### src/rtl/pause_frame_gen.sv
module pause_frame_gen #(
  parameter int MIN_BYTES = 60,
  parameter int FCS_BYTES = 4,
  parameter int QW        = 16
) (
  input  logic          clk,
  input  logic          rst_n,
  input  logic [1:0]    req_code,
  input  logic [1:0]    ctl_mode,
  input  logic [QW-1:0] quanta_reg,
  input  logic [47:0]   src_mac,
  input  logic          tx_ready,
  output logic          tx_valid,
  output logic          tx_sop,
  output logic          tx_eop,
  output logic [31:0]   tx_data,
  output logic [1:0]    tx_empty
);
  localparam int TOTAL = MIN_BYTES + FCS_BYTES;
  localparam int BEATS = (TOTAL + 3) / 4;
  localparam int CW    = $clog2(BEATS);
  localparam logic [1:0]    LAST_EMPTY = 2'(BEATS * 4 - TOTAL);
  localparam logic [CW-1:0] LAST_BEAT  = CW'(BEATS - 1);

  logic [1:0]    last_q;
  logic          pend_q, pend_xoff_q, busy_q;
  logic [QW-1:0] q_q;
  logic [CW-1:0] beat_q;

  wire gate_open = (ctl_mode == 2'b00);
  wire chg       = gate_open && (req_code != 2'b11) && (req_code != last_q);
  wire fire      = busy_q && tx_ready;
  wire at_last   = (beat_q == LAST_BEAT);

  always_ff @(posedge clk or negedge rst_n) begin
    if (!rst_n) begin
      last_q      <= 2'b00;
      pend_q      <= 1'b0;
      pend_xoff_q <= 1'b0;
      busy_q      <= 1'b0;
      q_q         <= '0;
      beat_q      <= '0;
    end else begin
      if (!busy_q && pend_q) begin
        busy_q <= 1'b1;
        beat_q <= '0;
        q_q    <= pend_xoff_q ? quanta_reg : '0;
        pend_q <= 1'b0;
      end
      if (fire) begin
        beat_q <= beat_q + 1'b1;
        if (at_last) busy_q <= 1'b0;
      end
      if (chg) begin
        last_q      <= req_code;
        pend_q      <= (req_code != 2'b00);
        pend_xoff_q <= (req_code == 2'b10);
      end
    end
  end

  function automatic logic [7:0] byte_at(int idx, logic [QW-1:0] q, logic [47:0] sa);
    logic [7:0] b;
    case (idx)
      0:  b = 8'h01;
      1:  b = 8'h80;
      2:  b = 8'hC2;
      3:  b = 8'h00;
      4:  b = 8'h00;
      5:  b = 8'h01;
      6:  b = sa[47:40];
      7:  b = sa[39:32];
      8:  b = sa[31:24];
      9:  b = sa[23:16];
      10: b = sa[15:8];
      11: b = sa[7:0];
      12: b = 8'h88;
      13: b = 8'h08;
      14: b = 8'h00;
      15: b = 8'h01;
      16: b = q[QW-1 -: 8];
      17: b = q[7:0];
      default: b = 8'h00;
    endcase
    return b;
  endfunction

  always_comb begin
    tx_data = '0;
    for (int k = 0; k < 4; k++)
      tx_data[31-8*k -: 8] = byte_at(int'(beat_q) * 4 + k, q_q, src_mac);
  end

  assign tx_valid = busy_q;
  assign tx_sop   = busy_q && (beat_q == '0);
  assign tx_eop   = busy_q && at_last;
  assign tx_empty = tx_eop ? LAST_EMPTY : 2'b00;
endmodule

### config.mk
export PLATFORM = sky130hd
export DESIGN_NAME = pause_frame_gen
export DESIGN_NICKNAME = d
export VERILOG_FILES = /design/src/rtl/pause_frame_gen.sv
export SDC_FILE = /design/constraint.sdc
export NUM_CORES = 1
export LEC_CHECK = 0
export CORE_MARGIN = 2
export CORE_UTILIZATION = 35
export CTS_BUF_LIST = sky130_fd_sc_hd__clkbuf_16
export DETAILED_ROUTE_END_ITERATION = 8
export PLACE_DENSITY = 0.78
export SYNTH_ARGS = -nofsm -noshare
export SYNTH_HDL_FRONTEND = slang
export SYNTH_SLANG_ARGS = --single-unit
export TNS_END_PERCENT = 50
### constraint.sdc
create_clock -name clk -period 2.3 [get_ports clk]
set_input_delay 0.69 -clock clk [delete_from_list [all_inputs] [get_ports clk]]
set_output_delay 0.69 -clock clk [all_outputs]
set_load 0.02 [all_outputs]
==> results of run 1 <==
## worst max path at each step
stage                          start          end  slack [ns]  cells past startpoint
6_report       beat_q[1]$_DFFE_PN0P_  tx_data[16]       -0.12                      6
3_5_place_dp             src_mac[31]  tx_data[31]       -0.35                      3
4_1_cts        beat_q[1]$_DFFE_PN0P_  tx_data[14]       -0.15                      6
3_3_place_gp             src_mac[31]  tx_data[31]       -0.35                      3
5_1_grt        beat_q[0]$_DFFE_PN0P_   tx_data[0]       -0.17                      6
2_1_floorplan  beat_q[0]$_DFFE_PN0P_  tx_data[17]        0.25                      6
## cells in the mapped netlist
cell type,n
nand2_1,36
dfrtp_1,25
a22o_1,22
o21ai_0,19
inv_1,9
a221o_1,8
buf_2,6
clkbuf_1,5
a21oi_1,4
and2_1,4
ha_1,4
nor2_1,4
and3_1,3
nand2b_1,3
o2111ai_1,3
o31ai_1,3
a2111oi_2,2
buf_4,2
buf_6,2
a21boi_0,1
a31oi_1,1
a32o_1,1
and2_4,1
conb_1,1
mux2i_1,1
nand4_1,1
nor2_2,1
nor2b_1,1
nor3_1,1
o22a_1,1
o22ai_1,1
o31a_1,1
## kinds of logic (layout without fill, tap and decap cells)
logic type	after synthesis	in the layout	synth area share
flops	25	25	0.3987
simple gates	55	57	0.1563
compound gates	67	67	0.3278
fa+ha+maj	4	4	0.03190
other cells	1	2	0.002390
buf+inv	24	143	0.07655
mux	1	1	0.006380
## state kept, by name, indices dropped and copies added (netlist names)
signal and cells:
q_q 16, beat_q 4, last_q 2, pend_q 1, pend_xoff_q 1, tx_valid 1
## power breakdown
part           internal (mW)  switching, mW  total (mW)
Sequential             0.650          0.196       0.846
Clock                  0.235          0.144       0.380
Combinational           1.03          0.907        1.94
Total                   1.91           1.25        3.16
## worst register-to-register path, delay by kind of cell (launching register included)
kind               cells  cell delay [ns]
DFF                    1             0.41
AOI/OAI and AO/OA      2             0.77
and+or+nand+nor        1             0.17
## through the flow
step / setup TNS [ns] / instances
after floorplan: 0 / 178
after global placement: -8.888 / 338
after detailed placement: -9.153 / 338
after CTS: -1.196 / 346
after global routing: -2.361 / 351
final: -1.105 / 351
## metal layers
layer / share of wire / vias up / track usage / wire length [µm]
met5: 0 / - / 0 / 0
met4: 0.011 / 0 / 0.04403 / 56
met3: 0.075 / 4 / 0.03276 / 394
met2: 0.50 / 74 / 0.3375 / 2621
met1: 0.41 / 819 / 0.2667 / 2161
li1: - / 891 / - / -
## layout make-up
type                            count  share of cell area
Timing Repair Buffer              130              0.4292
Multi-Input combinational cell    131              0.3004
Sequential cell                    25              0.2092
Clock buffer                        3             0.02500
Tap cell                           52             0.02167
Inverter                            9             0.01208
Clock inverter                      1            0.002500
## layout by cell type (no fill, tap or decap), types with 2 or more instances in the layout
master	instances
o2111ai_1	3
buf_12	3
nor2_1	4
nand2b_1	3
o21ai_0	18
buf_6	22
a2111oi_2	2
a22o_1	22
a21oi_1	4
clkbuf_16	3
nand2_1	36
and3_4	2
a221o_1	8
buf_4	22
conb_1	2
clkdlybuf4s50_1	71
and2_4	4
and2_1	2
dfrtp_2	2
and3_1	2
buf_2	9
buf_16	2
ha_4	3
dfrtp_1	23
o31ai_1	3
inv_1	7
## repair_timing
item / in CTS / in global routing
hold buffers: 0 / 0
pin swaps: 8 / 12
resized for setup: 163 / 40
endpoints found under the setup margin: 34 / 29
buffers inserted: 4 / 3
cloned: 2 / 2
==> metrics.cfg, run 1 <==
[run_status]
status = finished, violations left
violations = negative setup slack

[worst_setup_path]
criticalPathCategory = flop to output pin
max_stage_delay_ns = 0.44
required_ns = 1.61
crit_family = flip-flops
end_kind = output pin
worst-path-buf-inv = 3
rr_startpoint = last_q[1]$_DFFE_PN0P_
cp-start-kind = flop
rr_endpoint = pend_q$_DFFE_PN0P_
crit_fanout = 4
rrSetupSlack_ns = 0.89
path_cells = ha_4 -> and2_4 -> buf_12 -> buf_16 -> a221o_1 -> buf_6
crit_slowest_cell = dfrtp_2
cp.arrival_ns = 1.73
r2r_cells = 3

[sta]
timing.final.crit_share = 1.054
timing.fmax_mhz = 412.6
worst_slack_ns = -0.1235
fin_crit_ns = 2.424
skew_ns = 0.004315
finalSetupViolations = 20
slew_viol_final = 0
rsz0062_at_grt = yes
relSlewSlack = 0.6309
tightest_slew_ns = 0.5536
whs_ns = 0.4861
hold_viol_final = 0

[power_and_ir_drop]
vdd_drop_max_mv = 0.5862
power_mw = 3.162
p_leak_nw = 1.344
powerDensity_mw_per_mm2 = 1053

[place]
pre_cts_slack_ns = -0.3497
gp_congestion = 0.7277
place_area_mm2 = 0.002788
dp_hpwl_um = 3687
io_buffers = 105

[final_layout]
register_area_um2 = 628.1
diodes = 0
final_area_mm2 = 0.003003
n_fill_cell = 355
syn_to_final_growth_pct = 91.39
multi_input_area_um2 = 902.1
drive_gt1_frac = 0.2676
final_core_util = 0.6944
nets = 375

[clock_tree]
cts_sinks = 25
clockRootBuffer = clkbuf_16
htree_levels = 1
clockBufferDepth = 2
cts_tree = built
clk_latency_ns = 0.25
cts_buffers = 3
path_clk_slew_ns = 0.06

[floorplanning]
ios = 108
start_util = 0.3628
fp.coreArea_mm2 = 0.004324
row_count = 24
die_height_um = 70.96
die_w_um = 70.96
die-area_mm2 = 0.005035

[drt]
drc = 0
viasPerCell = 5.094
wirelength_um = 5234
drt_iter0_drc = 28
wl_per_cell_um = 14.91
vias = 1788
antenna_left = 0
drt_first_pass_iters = 4

[global_routing]
gr-total-overflow = 0
grt_pass1_vias = 1709
antenna_found_initial = 0
grtUsageTotal = 0.1984
grt_max_degree = 33
grt_pass1_wl_um = 8176

[synthesis]
synth.distinct_cells = 32
yosysSeqAreaShare = 0.3987
yosysWarningCount = 0
synthTopCellsByArea = dfrtp_1, a22o_1, nand2_1
synthCells = 177
yosys.area.top_type = dfrtp_1
synthesis.area_mm2 = 0.001569
avgSynthCellArea_um2 = 8.864
ys_ff_latch = 25
yosysTopAreaCellShare = 0.3987

[min_path]
min_path_type = flop to flop
holdPathEnd = q_q[13]$_DFFE_PN0P_
worstHoldPathCells = 2
worstHoldStart = q_q[13]$_DFFE_PN0P_

[run]
drv_cap = 0

(Power assumes the default switching activity.)
==> run 2, diff against run 1 <==
--- a/config.mk
+++ b/config.mk
@@ -10,6 +10,7 @@
 export CTS_BUF_LIST = sky130_fd_sc_hd__clkbuf_16
 export DETAILED_ROUTE_END_ITERATION = 8
 export PLACE_DENSITY = 0.78
+export RECOVER_POWER = 50
 export SYNTH_ARGS = -nofsm -noshare
 export SYNTH_HDL_FRONTEND = slang
 export SYNTH_SLANG_ARGS = --single-unit
==> constraint.sdc (replaced) <==
create_clock -name clk -period 2.3 [get_ports clk]
set_input_delay 0.46 -clock clk [delete_from_list [all_inputs] [get_ports clk]]
set_output_delay 0.46 -clock clk [all_outputs]
set_load 0.02 [all_outputs]
==> metrics.cfg, run 2 (synthesized netlist as in run 1, its figures left out) <==
[run_status]
status = finished, final reports clean  ; was finished, violations left

[sta]
hold_viol_final = 0  ; unchanged
rsz0062_at_grt = yes  ; unchanged
whs_ns = 0.4798  ; was 0.4861 ns
timing.fmax_mhz = 446.2  ; was 412.6 MHz
slew_viol_final = 0  ; unchanged
timing.final.crit_share = 0.9743  ; was 1.054
relSlewSlack = 0.1258  ; was 0.6309
tightest_slew_ns = 1.311  ; was 0.5536 ns
skew_ns = 0.005305  ; was 0.004315 ns
fin_crit_ns = 2.241  ; was 2.424 ns
finalSetupViolations = 0  ; was 20

[global_routing]
grt_pass1_wl_um = 7665  ; was 8176 µm
gr-total-overflow = 0  ; unchanged
grt_max_degree = 33  ; unchanged
grtUsageTotal = 0.1876  ; was 0.1984
grt_pass1_vias = 1621  ; was 1709
antenna_found_initial = 0  ; unchanged

[drt]
vias = 1733  ; was 1788
drt_iter0_drc = 44  ; was 28
wirelength_um = 4836  ; was 5234 µm
antenna_left = 0  ; unchanged
drt_first_pass_iters = 4  ; unchanged
drc = 0  ; unchanged
viasPerCell = 5.142  ; was 5.094
wl_per_cell_um = 14.35  ; was 14.91 µm

[final_layout]
regMostFlops = q_q  ; unchanged
nets = 361  ; was 375
multi_input_area_um2 = 850.8  ; was 902.1 µm²
register_area_um2 = 625.6  ; was 628.1 µm²
n_fill_cell = 393  ; was 355
diodes = 0  ; unchanged
final_cell_mix = clkdlybuf4s50_1, nand2_1, dfrtp_1  ; unchanged
largestRegisters = q_q x16, beat_q x4, last_q x2  ; unchanged
largest_reg_flops = 16  ; unchanged
final_core_util = 0.6351  ; was 0.6944
final_common_cell = clkdlybuf4s50_1  ; unchanged
drive_gt1_frac = 0.09474  ; was 0.2676
syn_to_final_growth_pct = 75.04  ; was 91.39%

[floorplanning]
die_w_um = 70.96  ; unchanged
die-area_mm2 = 0.005035  ; unchanged
fp.coreArea_mm2 = 0.004324  ; unchanged
die_height_um = 70.96  ; unchanged
start_util = 0.3628  ; unchanged
row_count = 24  ; unchanged
ios = 108  ; unchanged

[power_and_ir_drop]
power_mw = 2.731  ; was 3.162 mW
p_leak_nw = 1.299  ; was 1.344 nW
vdd_drop_max_mv = 0.4395  ; was 0.5862 mV
powerDensity_mw_per_mm2 = 994.5  ; was 1053 mW/mm²

[worst_setup_path]
path_cells = buf_4 -> ha_1 -> and2_1 -> a221o_1 -> clkdlybuf4s15_1  ; was ha_4 -> and2_4 -> buf_12 -> buf_16 -> a221o_1 -> buf_6
cp-endpoint = tx_data[0]  ; was tx_data[16]
max_stage_delay_ns = 0.40  ; was 0.44 ns
rrSetupSlack_ns = 0.30  ; was 0.89 ns
crit_slowest_cell = dfrtp_1  ; was dfrtp_2
r2r_cells = 4  ; was 3
cp-start-kind = flop  ; unchanged
required_ns = 1.84  ; was 1.61 ns
crit_fanout = 4  ; unchanged
rr_startpoint = tx_valid$_DFF_PN0_  ; was last_q[1]$_DFFE_PN0P_
criticalPathCategory = flop to output pin  ; unchanged
rr_endpoint = q_q[10]$_DFFE_PN0P_  ; was pend_q$_DFFE_PN0P_
end_kind = output pin  ; unchanged
cp.arrival_ns = 1.78  ; was 1.73 ns
crit_start = beat_q[0]$_DFFE_PN0P_  ; was beat_q[1]$_DFFE_PN0P_

[clock_tree]
clk_latency_ns = 0.26  ; was 0.25 ns
path_clk_slew_ns = 0.07  ; was 0.06 ns
clockRootBuffer = clkbuf_16  ; unchanged
htree_levels = 1  ; unchanged
cts_tree = built  ; unchanged
clockBufferDepth = 2  ; unchanged
cts_sinks = 25  ; unchanged
cts_buffers = 3  ; unchanged

[place]
io_buffers = 105  ; unchanged
gp_congestion = 0.7658  ; was 0.7277
dp_hpwl_um = 3548  ; was 3687 µm

[min_path]
min_path_type = flop to flop  ; unchanged
worstHoldPathCells = 2  ; unchanged

[run]
drv_cap = 0  ; unchanged

## run 2: changes by cell type in the layout (fill, tap and decap cells not counted), sizes merged
cell,delta
buf,-45
dlygate4sd2,+22
clkbuf,+4
clkdlybuf4s15,+3
dlygate4sd3,+2
and2,+1
and3,-1
clkdlybuf4s50,-1
dlymetal6s2s,+1
## run 2: through the flow
stage | setup WS [ns] | cells | setup TNS (ns) | area [µm²]
floorplan | 0.4769 | 178 | 0 | 1573
global route | -0.01382 | 337 | -0.01382 | 2746
finish | 0.05909 | 337 | 0 | 2746
global placement | 0.05173 | 329 | 0 | 2695
CTS | 0.001725 | 337 | 0 | 2784
detailed placement | 0.03574 | 329 | 0 | 2695
## run 2: timing repair
action | 4_1_cts | 5_1_grt
setup buffers | 2 | 0
gates resized for setup | 47 | 11
hold buffers | 0 | 0
endpoints found under the setup margin | 32 | 10
endpoints found under the hold margin | 0 | 0
cloned | 2 | 0
## run 2: worst min-delay path by stage
stage | from | endpoint | slack [ns]
final | q_q[12]$_DFFE_PN0P_ | q_q[12]$_DFFE_PN0P_ | 0.48
after global routing | q_q[12]$_DFFE_PN0P_ | q_q[12]$_DFFE_PN0P_ | 0.50
after CTS | q_q[12]$_DFFE_PN0P_ | q_q[12]$_DFFE_PN0P_ | 0.49
after detailed placement | q_q[12]$_DFFE_PN0P_ | q_q[12]$_DFFE_PN0P_ | 0.47
after global placement | q_q[12]$_DFFE_PN0P_ | q_q[12]$_DFFE_PN0P_ | 0.46
after floorplan | rst_n | beat_q[0]$_DFFE_PN0P_ | 0.16
## run 2: power breakdown
part	switching, mW	internal, mW	total [mW]
clock	0.154	0.236	0.390
sequential	0.189	0.646	0.835
combinational	0.791	0.715	1.51
total	1.13	1.60	2.73
## run 2: worst max-delay path, delay by kind of cell (launching register included)
family	cells	cell delay [ns]
buffers and inverters	2	0.43
flip-flops	1	0.40
AO/OA/AOI/OAI	1	0.26
adder cells (fa/ha/maj)	1	0.24
AND/OR/NAND/NOR	1	0.19
## run 2: cell type report
| cell class | count | share of cell area |
|---|---|---|
| Sequential cell | 25 | 0.2278 |
| Inverter | 9 | 0.01230 |
| Clock buffer | 3 | 0.02733 |
| Timing Repair Buffer | 116 | 0.3964 |
| Multi-Input combinational cell | 131 | 0.3098 |
| Tap cell | 52 | 0.02369 |
| Clock inverter | 1 | 0.002733 |
## run 2: per-layer routing
layer  vias up  track usage  share of wire
met5         -            0              0
met4         0      0.05660          0.012
met3         6      0.04416          0.090
met2        74       0.3136           0.47
met1       797       0.2419           0.42
li1        856            -              -
==> run 3, diff against run 2 <==
--- a/config.mk
+++ b/config.mk
@@ -9,7 +9,7 @@
 export CORE_UTILIZATION = 35
 export CTS_BUF_LIST = sky130_fd_sc_hd__clkbuf_16
 export DETAILED_ROUTE_END_ITERATION = 8
-export PLACE_DENSITY = 0.78
+export PLACE_DENSITY = 0.9
 export RECOVER_POWER = 50
 export SYNTH_ARGS = -nofsm -noshare
 export SYNTH_HDL_FRONTEND = slang
==> metrics.cfg, run 3 (synthesized netlist as in run 1, its figures left out) <==
[power_and_ir_drop]
powerDensity_mw_per_mm2 = 998.3  ; was 994.5 mW/mm²
intPower_mw = 1.586  ; was 1.598 mW
power_frac_comb = 0.558  ; was 0.551
p_leak_nw = 1.295  ; was 1.299 nW
switchingPower_mw = 1.123  ; was 1.133 mW
clkPwrFrac = 0.137  ; was 0.143
seq_power_share = 0.305  ; was 0.306
vdd_drop_max_mv = 0.3294  ; was 0.4395 mV
swShare = 0.4144  ; was 0.4150
power_mw = 2.709  ; was 2.731 mW

[worst_setup_path]
required_ns = 1.84  ; about the same
rr_startpoint = tx_valid$_DFF_PN0_  ; unchanged
rr_endpoint = q_q[12]$_DFFE_PN0P_  ; was q_q[10]$_DFFE_PN0P_
crit_fanout = 22  ; was 4
r2r_cells = 4  ; unchanged
cp.arrival_ns = 1.77  ; was 1.78 ns
cp-start-kind = flop  ; unchanged
crit_start = beat_q[0]$_DFFE_PN0P_  ; unchanged
end_kind = output pin  ; unchanged
criticalPathCategory = flop to output pin  ; unchanged
rrSetupSlack_ns = 0.33  ; was 0.30 ns

[clock_tree]
clk_latency_ns = 0.25  ; was 0.26 ns
postCtsSetupBuffers = 0  ; was 2
clockRootBuffer = clkbuf_16  ; unchanged
cts_sinks = 25  ; unchanged
cts_buffers = 3  ; unchanged
path_clk_slew_ns = 0.06  ; was 0.07 ns
cts_tree = built  ; unchanged
clockBufferDepth = 2  ; unchanged
htree_levels = 1  ; unchanged

[min_path]
worstHoldPathCells = 2  ; unchanged
min_path_type = flop to flop  ; unchanged
holdPathEnd = q_q[1]$_DFFE_PN0P_  ; was q_q[12]$_DFFE_PN0P_
worstHoldStart = q_q[1]$_DFFE_PN0P_  ; was q_q[12]$_DFFE_PN0P_

[drt]
viasPerCell = 5.249  ; was 5.142
drt_iter0_drc = 36  ; was 44
drc = 0  ; unchanged
wl_per_cell_um = 14.91  ; was 14.35 µm
wirelength_um = 5038  ; was 4836 µm
vias = 1774  ; was 1733
drt_first_pass_iters = 4  ; unchanged
antenna_left = 0  ; unchanged

[sta]
timing.final.crit_share = 0.9704  ; was 0.9743
timing.fmax_mhz = 448.1  ; was 446.2 MHz
rsz0062_at_grt = yes  ; unchanged
slew_viol_final = 0  ; unchanged
fin_crit_ns = 2.232  ; was 2.241 ns
finalSetupViolations = 0  ; unchanged
skew_ns = 0.005874  ; was 0.005305 ns
finalSetupTns_ns = 0  ; unchanged
whs_ns = 0.4803  ; was 0.4798 ns
tightest_slew_ns = 1.308  ; was 1.311 ns
hold_viol_final = 0  ; unchanged
relSlewSlack = 0.1281  ; was 0.1258

[final_layout]
final_cell_mix = clkdlybuf4s50_1, nand2_1, dfrtp_1  ; unchanged
finalNonFillerCells = 338  ; was 337
syn_to_final_growth_pct = 72.97  ; was 75.04%
final_common_cell = clkdlybuf4s50_1  ; unchanged
nets = 362  ; was 361
largestRegisters = q_q x16, beat_q x4, last_q x2  ; unchanged
regMostFlops = q_q  ; unchanged
diodes = 0  ; unchanged
drive_gt1_frac = 0.1259  ; was 0.09474
final_area_mm2 = 0.002714  ; was 0.002746 mm²
largest_reg_flops = 16  ; unchanged

[floorplanning]
die_w_um = 70.96  ; unchanged
ios = 108  ; unchanged
fp.coreArea_mm2 = 0.004324  ; unchanged
start_util = 0.3628  ; unchanged
row_count = 24  ; unchanged
die_height_um = 70.96  ; unchanged
die-area_mm2 = 0.005035  ; unchanged

[global_routing]
grtUsageTotal = 0.1968  ; was 0.1876
gr-total-overflow = 0  ; unchanged
grt_pass1_vias = 1770  ; was 1621
grt_pass1_wl_um = 8093  ; was 7665 µm
grt_max_degree = 29  ; was 33
antenna_found_initial = 0  ; unchanged

[place]
gp_congestion = 0.7621  ; was 0.7658
io_buffers = 105  ; unchanged
dp_hpwl_um = 4056  ; was 3548 µm
dp_cells = 334  ; was 329
place_area_mm2 = 0.002733  ; was 0.002695 mm²

[run_status]
status = finished, final reports clean  ; unchanged

[run]
drv_cap = 0  ; unchanged

run 3: cell count changes in the layout (fill, tap and decap cells not counted), moves of 2 or more:
cell             before  now
buf_4                 6    9
clkbuf_2              3    9
dlygate4sd2_1        22   11
clkdlybuf4s15_1       3    5
buf_2                 5    8
run 3: critical path, cell delays in order, from the launching register on:
cell and delay, ns:
dfrtp_1 0.35, inv_1 0.07, ha_1 0.22, and2_4 0.17, buf_12 0.15, a22o_1 0.23, dlygate4sd2_1 0.32
run 3: repair_timing:
action | in CTS | in global routing
resized for setup | 52 | 28
pin swaps | 0 | 0
setup endpoints to repair | 32 | 20
hold buffers | 0 | 0
run 3: stage by stage:
step                      setup WS, ns  utilization
after floorplan                 0.4769            -
after global routing          -0.03478       0.6276
after detailed placement      -0.03406       0.6319
final                          0.06815       0.6276
after global placement        0.007497       0.6319
after CTS                    0.0008031       0.6415
run 3: final cells by class:
type	instances	area, µm²
clock buffer	3	75.07
tap	52	65.06
timing repair buffer	119	1082
fill	387	1610
sequential	25	625.6
clock inverter	1	3.754
multi-input combinational	129	828.3
inverter	9	33.78
run 3: worst max path at each step:
stage	endpoint	slack (ns)	depth (start not counted)
2_1_floorplan	tx_data[17]	0.48	6
3_3_place_gp	tx_data[19]	0.007	6
3_5_place_dp	tx_data[19]	-0.03	6
4_1_cts	tx_data[30]	0.0008	6
5_1_grt	tx_data[21]	-0.03	6
6_report	tx_data[5]	0.07	6
run 3: metal layers:
metal  vias to the layer above  wire, µm  global-route usage
met1                       827      1900              0.2219
met2                        85      2655              0.3697
met3                         4       433             0.04274
met5                         -         0                   0
met4                         0        48             0.05660
li1                        858         -                   -
run 3: power groups by stage:
stage | combinational [mW] | clock (mW) | sequential, mW
after global placement | 1.64 | 0 | 0.825
after global routing | 1.66 | 0.398 | 0.858
after CTS | 1.57 | 0.379 | 0.824
after detailed placement | 1.70 | 0 | 0.833
after floorplan | 0.938 | 0 | 0.767
final | 1.51 | 0.372 | 0.827
